==> src/rtl/ssr_pkg.sv <==
package ssr_pkg;
    localparam int CMD_W  = 16;
    localparam int STAT_W = 16;
    localparam int NUM_ERR = 5;
    localparam int NUM_FLAGS = 8;

    // flag indices inside the flag vector
    localparam int F_RUN   = 0;
    localparam int F_MST   = 1;
    localparam int F_ERR0  = 2;  // tx overflow, rx overflow, abort, tx underflow, rx underflow
    localparam int F_MODE  = 7;

    // status bit positions
    localparam int S_RUN  = 0;
    localparam int S_MST  = 1;
    localparam int S_MODE = 7;
    localparam int S_ERR0 = 8;
    localparam int S_BUSY = 13;

    typedef struct packed {
        logic [NUM_FLAGS-1:0] set;
        logic [NUM_FLAGS-1:0] clr;
    } flag_cmd_t;

    function automatic flag_cmd_t decode_cmd(input logic [CMD_W-1:0] d);
        flag_cmd_t c;
        c.clr[F_RUN]       = d[0];
        c.set[F_RUN]       = d[1];
        c.clr[F_MST]       = d[2];
        c.set[F_MST]       = d[3];
        c.clr[F_ERR0+4]    = d[4];
        c.set[F_ERR0+4]    = d[5];
        c.clr[F_MODE]      = d[6];
        c.set[F_MODE]      = d[7];
        for (int i = 0; i < 4; i++) begin
            c.clr[F_ERR0+i] = d[8+i];
            c.set[F_ERR0+i] = d[12+i];
        end
        return c;
    endfunction
endpackage

==> src/rtl/ssr_cmd_decode.sv <==
module ssr_cmd_decode
    import ssr_pkg::*;
(
    input  logic             wr_i,
    input  logic [CMD_W-1:0] data_i,
    output flag_cmd_t        cmd_o
);
    flag_cmd_t raw;

    always_comb begin
        raw   = decode_cmd(data_i);
        cmd_o = wr_i ? raw : '0;
    end
endmodule

==> src/rtl/ssr_flag.sv <==
module ssr_flag (
    input  logic clk,
    input  logic rst,
    input  logic set_i,
    input  logic clr_i,
    input  logic hw_i,
    output logic q
);
    always_ff @(posedge clk) begin
        if (rst)
            q <= 1'b0;
        else if (hw_i)
            q <= 1'b1;          // hardware event wins over a clear
        else if (set_i && clr_i)
            q <= q;             // conflicting request: hold
        else if (set_i)
            q <= 1'b1;
        else if (clr_i)
            q <= 1'b0;
    end
endmodule

==> src/rtl/ssr_status_pack.sv <==
module ssr_status_pack
    import ssr_pkg::*;
(
    input  logic [NUM_FLAGS-1:0] flags_i,
    input  logic                 busy_i,
    output logic [STAT_W-1:0]    status_o
);
    always_comb begin
        status_o = '0;
        status_o[S_RUN]  = flags_i[F_RUN];
        status_o[S_MST]  = flags_i[F_MST];
        status_o[S_MODE] = flags_i[F_MODE];
        status_o[S_ERR0 +: NUM_ERR] = flags_i[F_ERR0 +: NUM_ERR];
        status_o[S_BUSY] = busy_i;
    end
endmodule

==> src/rtl/ssr_state_reg.sv <==
module ssr_state_reg
    import ssr_pkg::*;
(
    input  logic              clk,
    input  logic              rst,
    input  logic              cmd_wr,
    input  logic [CMD_W-1:0]  cmd_data,
    input  logic [NUM_ERR-1:0] err_en,
    input  logic [NUM_ERR-1:0] hw_err,
    input  logic              irq_en,
    input  logic              busy,
    output logic [STAT_W-1:0] status,
    output logic              run_mode,
    output logic              master_mode,
    output logic              err_irq
);
    flag_cmd_t            cmd;
    logic [NUM_FLAGS-1:0] hw_vec;
    logic [NUM_FLAGS-1:0] flags;

    ssr_cmd_decode u_dec (
        .wr_i   (cmd_wr),
        .data_i (cmd_data),
        .cmd_o  (cmd)
    );

    always_comb begin
        hw_vec = '0;
        hw_vec[F_ERR0 +: NUM_ERR] = hw_err & err_en;
    end

    genvar g;
    generate
        for (g = 0; g < NUM_FLAGS; g++) begin : g_flag
            ssr_flag u_flag (
                .clk   (clk),
                .rst   (rst),
                .set_i (cmd.set[g]),
                .clr_i (cmd.clr[g]),
                .hw_i  (hw_vec[g]),
                .q     (flags[g])
            );
        end
    endgenerate

    ssr_status_pack u_pack (
        .flags_i  (flags),
        .busy_i   (busy),
        .status_o (status)
    );

    assign run_mode    = flags[F_RUN];
    assign master_mode = flags[F_MST];
    assign err_irq     = irq_en && (|flags[F_ERR0 +: NUM_ERR] || flags[F_MODE]);
endmodule

==> config.mk <==
export PLATFORM = sky130hd
export DESIGN_NAME = ssr_state_reg
export DESIGN_NICKNAME = d
export VERILOG_FILES = /design/src/rtl/ssr_pkg.sv /design/src/rtl/ssr_cmd_decode.sv /design/src/rtl/ssr_flag.sv /design/src/rtl/ssr_status_pack.sv /design/src/rtl/ssr_state_reg.sv
export SDC_FILE = /design/constraint.sdc
export NUM_CORES = 1
export LEC_CHECK = 0
export BUFFER_PORTS_ARGS = -buffer_cell sky130_fd_sc_hd__buf_2
export CAP_MARGIN = 20
export CORE_ASPECT_RATIO = 1.4
export CORE_MARGIN = 2
export CORE_UTILIZATION = 30
export DETAILED_ROUTE_END_ITERATION = 10
export GPL_ROUTABILITY_DRIVEN = 0
export PLACE_DENSITY = 0.63
export RECOVER_POWER = 100
export SLEW_MARGIN = 15
export SYNTH_ARGS = -nofsm -noshare
export SYNTH_HDL_FRONTEND = slang
export SYNTH_HIERARCHICAL = 1
export SYNTH_SLANG_ARGS = --single-unit
==> constraint.sdc <==
create_clock -name clk -period 1.9 [get_ports clk]
set_input_delay 0.095 -clock clk [delete_from_list [all_inputs] [get_ports clk]]
set_output_delay 0.095 -clock clk [all_outputs]
set_load 0.01 [all_outputs]
==> out/metrics.csv, run 1 <==
stage;metric;value;unit
global_routing;largest net degree at the start of global routing;17;
yosys;XOR/XNOR Fraction of Synth Area;0;
cells_and_area;storage element area;160.2;µm²
power;switching part of the total;0.2844;
cells_and_area;number of antenna diodes;0;
die;die extent in x;44.59;µm
run;Max Cap Viol;0;
cells_and_area;NumNets Final;152;
worst_hold_path;class of the tightest hold or removal check;primary input to output port;
cells_and_area;most frequent cells in the layout;28 x sky130_fd_sc_hd__buf_2, 13 x sky130_fd_sc_hd__conb_1, 12 x sky130_fd_sc_hd__clkbuf_1, 12 x sky130_fd_sc_hd__and2_2, 9 x sky130_fd_sc_hd__and2_1;
clock_tree;CTS buffer count;3;
die;die area;2712;µm²
yosys;Post-Synth Adder-Cell Area;0;
worst_hold_path;worst hold path startpoint;busy;
global_routing;total global-route track usage;0.1139;
timing;Max Transition Viols Final;0;
route;post-DR wirelength/cell;10.04;µm
cells_and_area;final design instance area without fill;837.1;µm²
timing;maximum clock rate;645.5;MHz
timing;Hold Violations, Final;0;
power;maximum vdd drop;275.1;µV
power;total net switching power;0.0001276;W
route;WL final;1416;µm
timing;setup violators final;0;
power;Pwr Density;535.8;nW/µm²
clock_tree;cts repair resizes;0;
die;Die H;60.83;µm
power;internal portion of total power;0.0003209;W
global_routing;Overflow after GRT;0;
cells_and_area;max FFs per register;8;
die;number of cell rows;20;
power;LEAKAGE;0.4408;nW
yosys;post-synthesis cell count;82;
yosys;count of cell types in the netlist;12;
setup_path;start of the worst register-to-register path;g_flag[2].u_flag/q;
yosys;Compound-Gate Fraction of Synth Area;0.1284;
die;ports placed on the boundary;50;
yosys;syn_area_per_cell;8.438;µm²
clock_tree;root buffer cell;sky130_fd_sc_hd__clkbuf_4;
timing;Final Cycle Share;0.8154;
place;count of input and output buffers;40;
setup_path;Critical Path AT;1450;ps
die;starting utilization of the core area;0.3178;
route;total DRC errors in the routed layout;0;
power;sequential cell fraction of total power;0.432;
clock_tree;clock sink total;8;
timing;clock tree skew after final layout;0;ps
cells_and_area;leading cell type in the layout, fill and taps excluded;sky130_fd_sc_hd__buf_2;
clock_tree;Clock Tree Buf Depth;2;
yosys;simple-gate share of the synthesized area;0.3960;
place;HPWL after detailed placement;1186;µm
cells_and_area;Layout Area Growth over Synthesis;20.98;%
route;number of iterations in the first detailed-routing pass;2;
cells_and_area;register with the highest flop count;g_flag.u_flag/q;
yosys;area of the mapped netlist;691.9;µm²
die;Core Area;2177;µm²
power;Combinational Power Share;0.272;
clock_tree;clock tree from TritonCTS;built;
setup_path;biggest fanout along the worst timing path;3;
yosys;Warnings, synthesis;6;
timing;final total negative setup slack;0;ps
yosys;multiplexer area fraction after synthesis;0;
yosys;main combinational cell family by area after synthesis;simple AND/OR/NAND/NOR gates;
setup_path;CP Data Required Time;1800;ps
route;number of vias after detailed routing;630;
global_routing;antenna violations before repair;0;
clock_tree;number of hold-repair buffers added at the cts stage;0;
place;standard cell area after detailed placement;829.5;µm²
timing;final period demand of the worst path;1549;ps
timing;Fin Hold WS;190.0;ps
setup_path;type of the setup path with the least slack;flop to output port;
timing;RSZ-0062 raised after global routing;false;
setup_path;CP Launch Point;g_flag[3].u_flag/q;
cells_and_area;top flop regs;g_flag.u_flag/q: 8 flops;
clock_tree;H-tree depth;1;
clock_tree;clock latency of the later-clocked register in the worst-skew pair;250;ps
outcome;run status;finished, final reports clean;
clock_tree;post-CTS setup buffer count;0;
global_routing;wire length of the first global-routing pass;2159;µm
setup_path;kind of start point of the critical path;flop;
power;clock network power share;0.297;
global_routing;via count of the first global-routing pass;578;
cells_and_area;share of post-route cells with drive strength above 1;0.3613;
yosys;share of the yosys chip area belonging to registers;0.2315;
cells_and_area;footprint of the multi-input gates;411.6;µm²
yosys;flops & latches, synth;8;
cells_and_area;filler cell count in the final layout;243;
clock_tree;clock-pin slew on the worst setup and hold paths;60;ps
route;number of vias per cell after detailed routing;4.468;
route;post-detailed-route count of antenna-violating nets;0;
route;Iter 0 DRT Violations;4;
setup_path;endpoint type of the worst setup path;output port;
## per-layer routing
| metal | vias to the layer above | share of wire | GRT usage |
|---|---|---|---|
| met2 | 28 | 0.50 | 0.2112 |
| met5 | - | 0 | 0 |
| met4 | 0 | 0.019 | 0.1039 |
| li1 | 320 | - | - |
| met3 | 2 | 0.093 | 0.02679 |
| met1 | 280 | 0.38 | 0.09660 |
## per-stage QoR
step	worst slack (ps)	total power, W	cells	util
6_report	350.8	0.0004485	141	0.3845
5_1_grt	281.6	0.0004829	141	0.3845
4_1_cts	325.4	0.0004636	141	0.3914
3_5_place_dp	609.1	0.0003264	138	0.3810
3_3_place_gp	619.8	0.0003222	138	0.3810
2_1_floorplan	731.7	0.0003013	93	-
## cell families after synthesis
logic type             count (synthesis)
AOI/OAI and AO/OA                      9
buffers and inverters                 25
DFF                                    8
other                                  2
and+or+nand+nor                       38
## power by group through the flow
stage / sequential [W] / combinational (W) / clock [W]
2_1_floorplan: 0.000196 / 0.000105 / 0
6_report: 0.000194 / 0.000122 / 0.000133
3_3_place_gp: 0.000196 / 0.000126 / 0
5_1_grt: 0.000196 / 0.000138 / 0.000149
4_1_cts: 0.000193 / 0.000130 / 0.000141
3_5_place_dp: 0.000197 / 0.000129 / 0
## worst max-delay path: stages (launching register included)
cell and delay [ps]:
sky130_fd_sc_hd__dfxtp_1 320, sky130_fd_sc_hd__or4_1 520, sky130_fd_sc_hd__o31a_1 240, sky130_fd_sc_hd__clkbuf_1 130
## final timing paths
check / endpoint / slack [ps] / depth (start not counted)
hold / removal: status[13] / 190 / 0
setup / recovery: err_irq / 350 / 3
setup reg to reg: g_flag[2].u_flag/q / 1120 / 1
hold reg to reg: g_flag[6].u_flag/q / 540 / 1
## Yosys cell counts
cell                      number  area, µm²
sky130_fd_sc_hd__o311a_1       8      80.08
sky130_fd_sc_hd__or3b_1        8      70.07
sky130_fd_sc_hd__and2_1        9      56.30
sky130_fd_sc_hd__dfxtp_1       8      160.2
sky130_fd_sc_hd__conb_1        2      7.510
sky130_fd_sc_hd__or4_1         1      7.510
sky130_fd_sc_hd__o31a_1        1      8.760
sky130_fd_sc_hd__and2_2       12      90.09
sky130_fd_sc_hd__inv_1         8      30.03
sky130_fd_sc_hd__nor2b_1       8      50.05
sky130_fd_sc_hd__buf_6         1      11.26
sky130_fd_sc_hd__buf_4        16      120.1
## layout make-up
cell class,count,share of cell area
Inverter,8,0.03587
Sequential cell,8,0.1913
Multi-Input combinational cell,60,0.4918
Tap cell,22,0.03288
Timing Repair Buffer,40,0.2212
Clock buffer,3,0.02691
No activity file was read; power rests on OpenSTA's default activity.
==> inputs of run 2 (changes only) <==
ABC_AREA = 1   (was unset)
PLACE_DENSITY = 0.6   (was 0.63)
clock period = 1.48 ns   (was 1.9 ns; I/O delays follow)
==> run 2 against run 1 <==
Net effect:
- combinational power rose by 53%
- total power increased by 35%
- area after synthesis up 19%
- utilization fell by 2.2 points
- sequential cell count did not move
- sequential power up 29%
- wire length increased by 2.9%
- largest cell class unchanged
- highest routed layer unchanged
==> out/metrics.csv, run 2 <==
stage;metric;value;unit
clock_tree;H-tree depth;1;
power;Pwr Density;639.9;nW/µm²
timing;Hold Violations, Final;0;
yosys;proportion of register bits with asynchronous set or reset after synthesis;0;
cells_and_area;share of post-route cells with drive strength above 1;0.2320;
global_routing;Overflow after GRT;0;
run;Max Cap Viol;0;
clock_tree;Clock Tree Buf Depth;2;
timing;clock tree skew after final layout;0;ps
yosys;flops & latches, synth;8;
yosys;share of the yosys chip area belonging to registers;0.1945;
cells_and_area;number of antenna diodes;0;
setup_path;worst reg2reg setup slack;760;ps
timing;Max Transition Viols Final;0;
route;post-DR wirelength/cell;6.714;µm
route;total DRC errors in the routed layout;0;
timing;setup violators final;0;
route;wire length on met1;634;µm
power;maximum vdd drop;343.9;µV
clock_tree;number of hold-repair buffers added at the cts stage;0;
worst_hold_path;capture endpoint of the worst hold path;g_flag[6].u_flag/q;
setup_path;biggest fanout along the worst timing path;4;
yosys;most numerous cell types in the synthesized netlist;54 x sky130_fd_sc_hd__inv_1, 49 x sky130_fd_sc_hd__nand2_1, 16 x sky130_fd_sc_hd__buf_4;
cells_and_area;most frequent cells in the layout;54 x sky130_fd_sc_hd__inv_1, 49 x sky130_fd_sc_hd__nand2_1, 28 x sky130_fd_sc_hd__buf_2;
yosys;count of cell types in the netlist;11;
die;ports placed on the boundary;50;
global_routing;antenna violations before repair;0;
global_routing;wire length of the first global-routing pass;2339;µm
setup_path;capture point of the worst reg-to-reg path;g_flag[2].u_flag/q;
die;die extent in x;48.28;µm
setup_path;R2R cell count;4;
clock_tree;clock sink total;8;
route;post-detailed-route count of antenna-violating nets;0;
yosys;Warnings, synthesis;6;
timing;RSZ-0062 raised after global routing;false;
setup_path;kind of start point of the critical path;flop;
cells_and_area;max FFs per register;8;
timing;final period demand of the worst path;1072;ps
die;Die H;65.99;µm
cells_and_area;leading cell type in the layout, fill and taps excluded;sky130_fd_sc_hd__inv_1;
cells_and_area;count of non-filler cells in the finished layout;217;
timing;maximum clock rate;932.7;MHz
timing;final total negative setup slack;0;ps
worst_hold_path;class of the tightest hold or removal check;primary input to flop;
clock_tree;CTS buffer count;3;
power;LEAKAGE;0.6499;nW
route;number of iterations in the first detailed-routing pass;2;
setup_path;type of the setup path with the least slack;flop to output port;
place;count of input and output buffers;40;
route;total met3 wirelength after detailed routing;108;µm
die;Core Area;2615;µm²
clock_tree;cts repair resizes;0;
yosys;Yosys top cell area share;0.2462;
route;Max Used Layer;met4;
setup_path;Critical Path AT;1000;ps
worst_hold_path;hold depth;2;
route;number of vias after detailed routing;753;
route;WL final;1457;µm
yosys;top_reg_cell synth;sky130_fd_sc_hd__dfxtp_1;
timing;Final Cycle Share;0.7244;
setup_path;start of the worst register-to-register path;g_flag[2].u_flag/q;
clock_tree;root buffer cell;sky130_fd_sc_hd__clkbuf_4;
global_routing;total global-route track usage;0.1056;
cells_and_area;top flop regs;g_flag.u_flag/q: 8 flops;
clock_tree;clock latency of the later-clocked register in the worst-skew pair;250;ps
yosys;top-count cell post-synth;sky130_fd_sc_hd__inv_1;
global_routing;largest net degree at the start of global routing;17;
die;starting utilization of the core area;0.3148;
cells_and_area;register with the highest flop count;g_flag.u_flag/q;
place;cell count after placement;214;
route;detailed-routed wire length on met2;695;µm
yosys;post-synthesis cell count;148;
clock_tree;clock-pin slew on the worst setup and hold paths;60;ps
yosys;cell accounting for the most synthesized area;sky130_fd_sc_hd__inv_1;
cells_and_area;Layout Area Growth over Synthesis;15.05;%
route;Iter 0 DRT Violations;4;
worst_hold_path;worst hold path startpoint;rst;
timing;Worst Tran Pin Value;748.6;ps
outcome;run status;finished, final reports clean;
clock_tree;clock tree from TritonCTS;built;
route;number of vias per cell after detailed routing;3.470;
yosys;number of enable-type register cells in the synthesized netlist;0;
yosys;syn_area_per_cell;5.563;µm²
global_routing;via count of the first global-routing pass;609;
yosys;area of the mapped netlist;823.3;µm²
clock_tree;post-CTS setup buffer count;0;
die;number of cell rows;22;
place;HPWL after detailed placement;1187;µm
die;die area;3185;µm²
setup_path;endpoint type of the worst setup path;output port;
yosys;cells taking the most area after synthesis;sky130_fd_sc_hd__inv_1 25%, sky130_fd_sc_hd__nand2_1 22%, sky130_fd_sc_hd__dfxtp_1 19%;
cells_and_area;NumNets Final;214;
timing;Max transition margin;0.5009;
setup_path;CP Data Required Time;1410;ps
[run 2: metrics by stage]
stage | power, W | hold WS (ps) | utilization | cell area (µm²) | setup WS, ps
finish | 0.0006061 | 128.2 | 0.3622 | 947.2 | 407.8
global route | 0.0006624 | 146.4 | 0.3622 | 947.2 | 280.6
CTS | 0.0006307 | 125.5 | 0.3708 | 969.7 | 363.9
detailed placement | 0.0004539 | 148.1 | 0.3622 | 947.2 | 581.3
global placement | 0.0004538 | 148.1 | 0.3622 | 947.2 | 582.2
floorplan | 0.0004227 | 136.4 | - | 853.3 | 751.8
[run 2: power breakdown]
part | internal, W | switching [W] | total (W)
clock | 0.0000929 | 0.0000755 | 0.000168
sequential | 0.000234 | 0.0000171 | 0.000251
combinational | 0.0000798 | 0.000107 | 0.000187
total | 0.000406 | 0.000200 | 0.000606
[run 2: final cells by class]
| cell class | instances | area (µm²) |
|---|---|---|
| flip-flops and latches | 8 | 160.2 |
| fillers | 315 | 1668 |
| repair buffers | 40 | 185.2 |
| clock buffers | 3 | 22.52 |
| well taps | 36 | 45.04 |
| inverters | 54 | 202.7 |
| multi-input cells | 76 | 331.6 |
[run 2: how the worst max path moves through the flow]
stage | slack (ps) | to | start
after floorplan | 750 | g_flag[7].u_flag/q | cmd_wr
after global placement | 580 | g_flag[0].u_flag/q | cmd_wr
after detailed placement | 580 | g_flag[2].u_flag/q | cmd_wr
after CTS | 360 | err_irq | g_flag[6].u_flag/q
after global routing | 280 | err_irq | g_flag[6].u_flag/q
final | 410 | err_irq | g_flag[6].u_flag/q
[run 2: cell families (layout without fill, tap and decap cells)]
logic type	after synthesis	after routing	share of synthesized area
other	2	10	0.009122
DFF	8	8	0.1945
AOI/OAI and AO/OA	8	8	0.08511
buffers and inverters	72	97	0.4301
and+or+nand+nor	58	58	0.2812
[run 2: worst max-delay path, cell delays in order (launching register included)]
cell	delay [ps]
sky130_fd_sc_hd__dfxtp_1	330
sky130_fd_sc_hd__nor2_1	130
sky130_fd_sc_hd__nand3_1	90
sky130_fd_sc_hd__nand2_1	60
sky130_fd_sc_hd__inv_1	30
sky130_fd_sc_hd__clkbuf_1	110
[run 2: layer usage]
layer  track usage  vias to the layer above
met5             0                        -
met4       0.06419                        0
met3       0.03279                        4
met1        0.1120                      285
met2        0.1711                       28
li1              -                      436
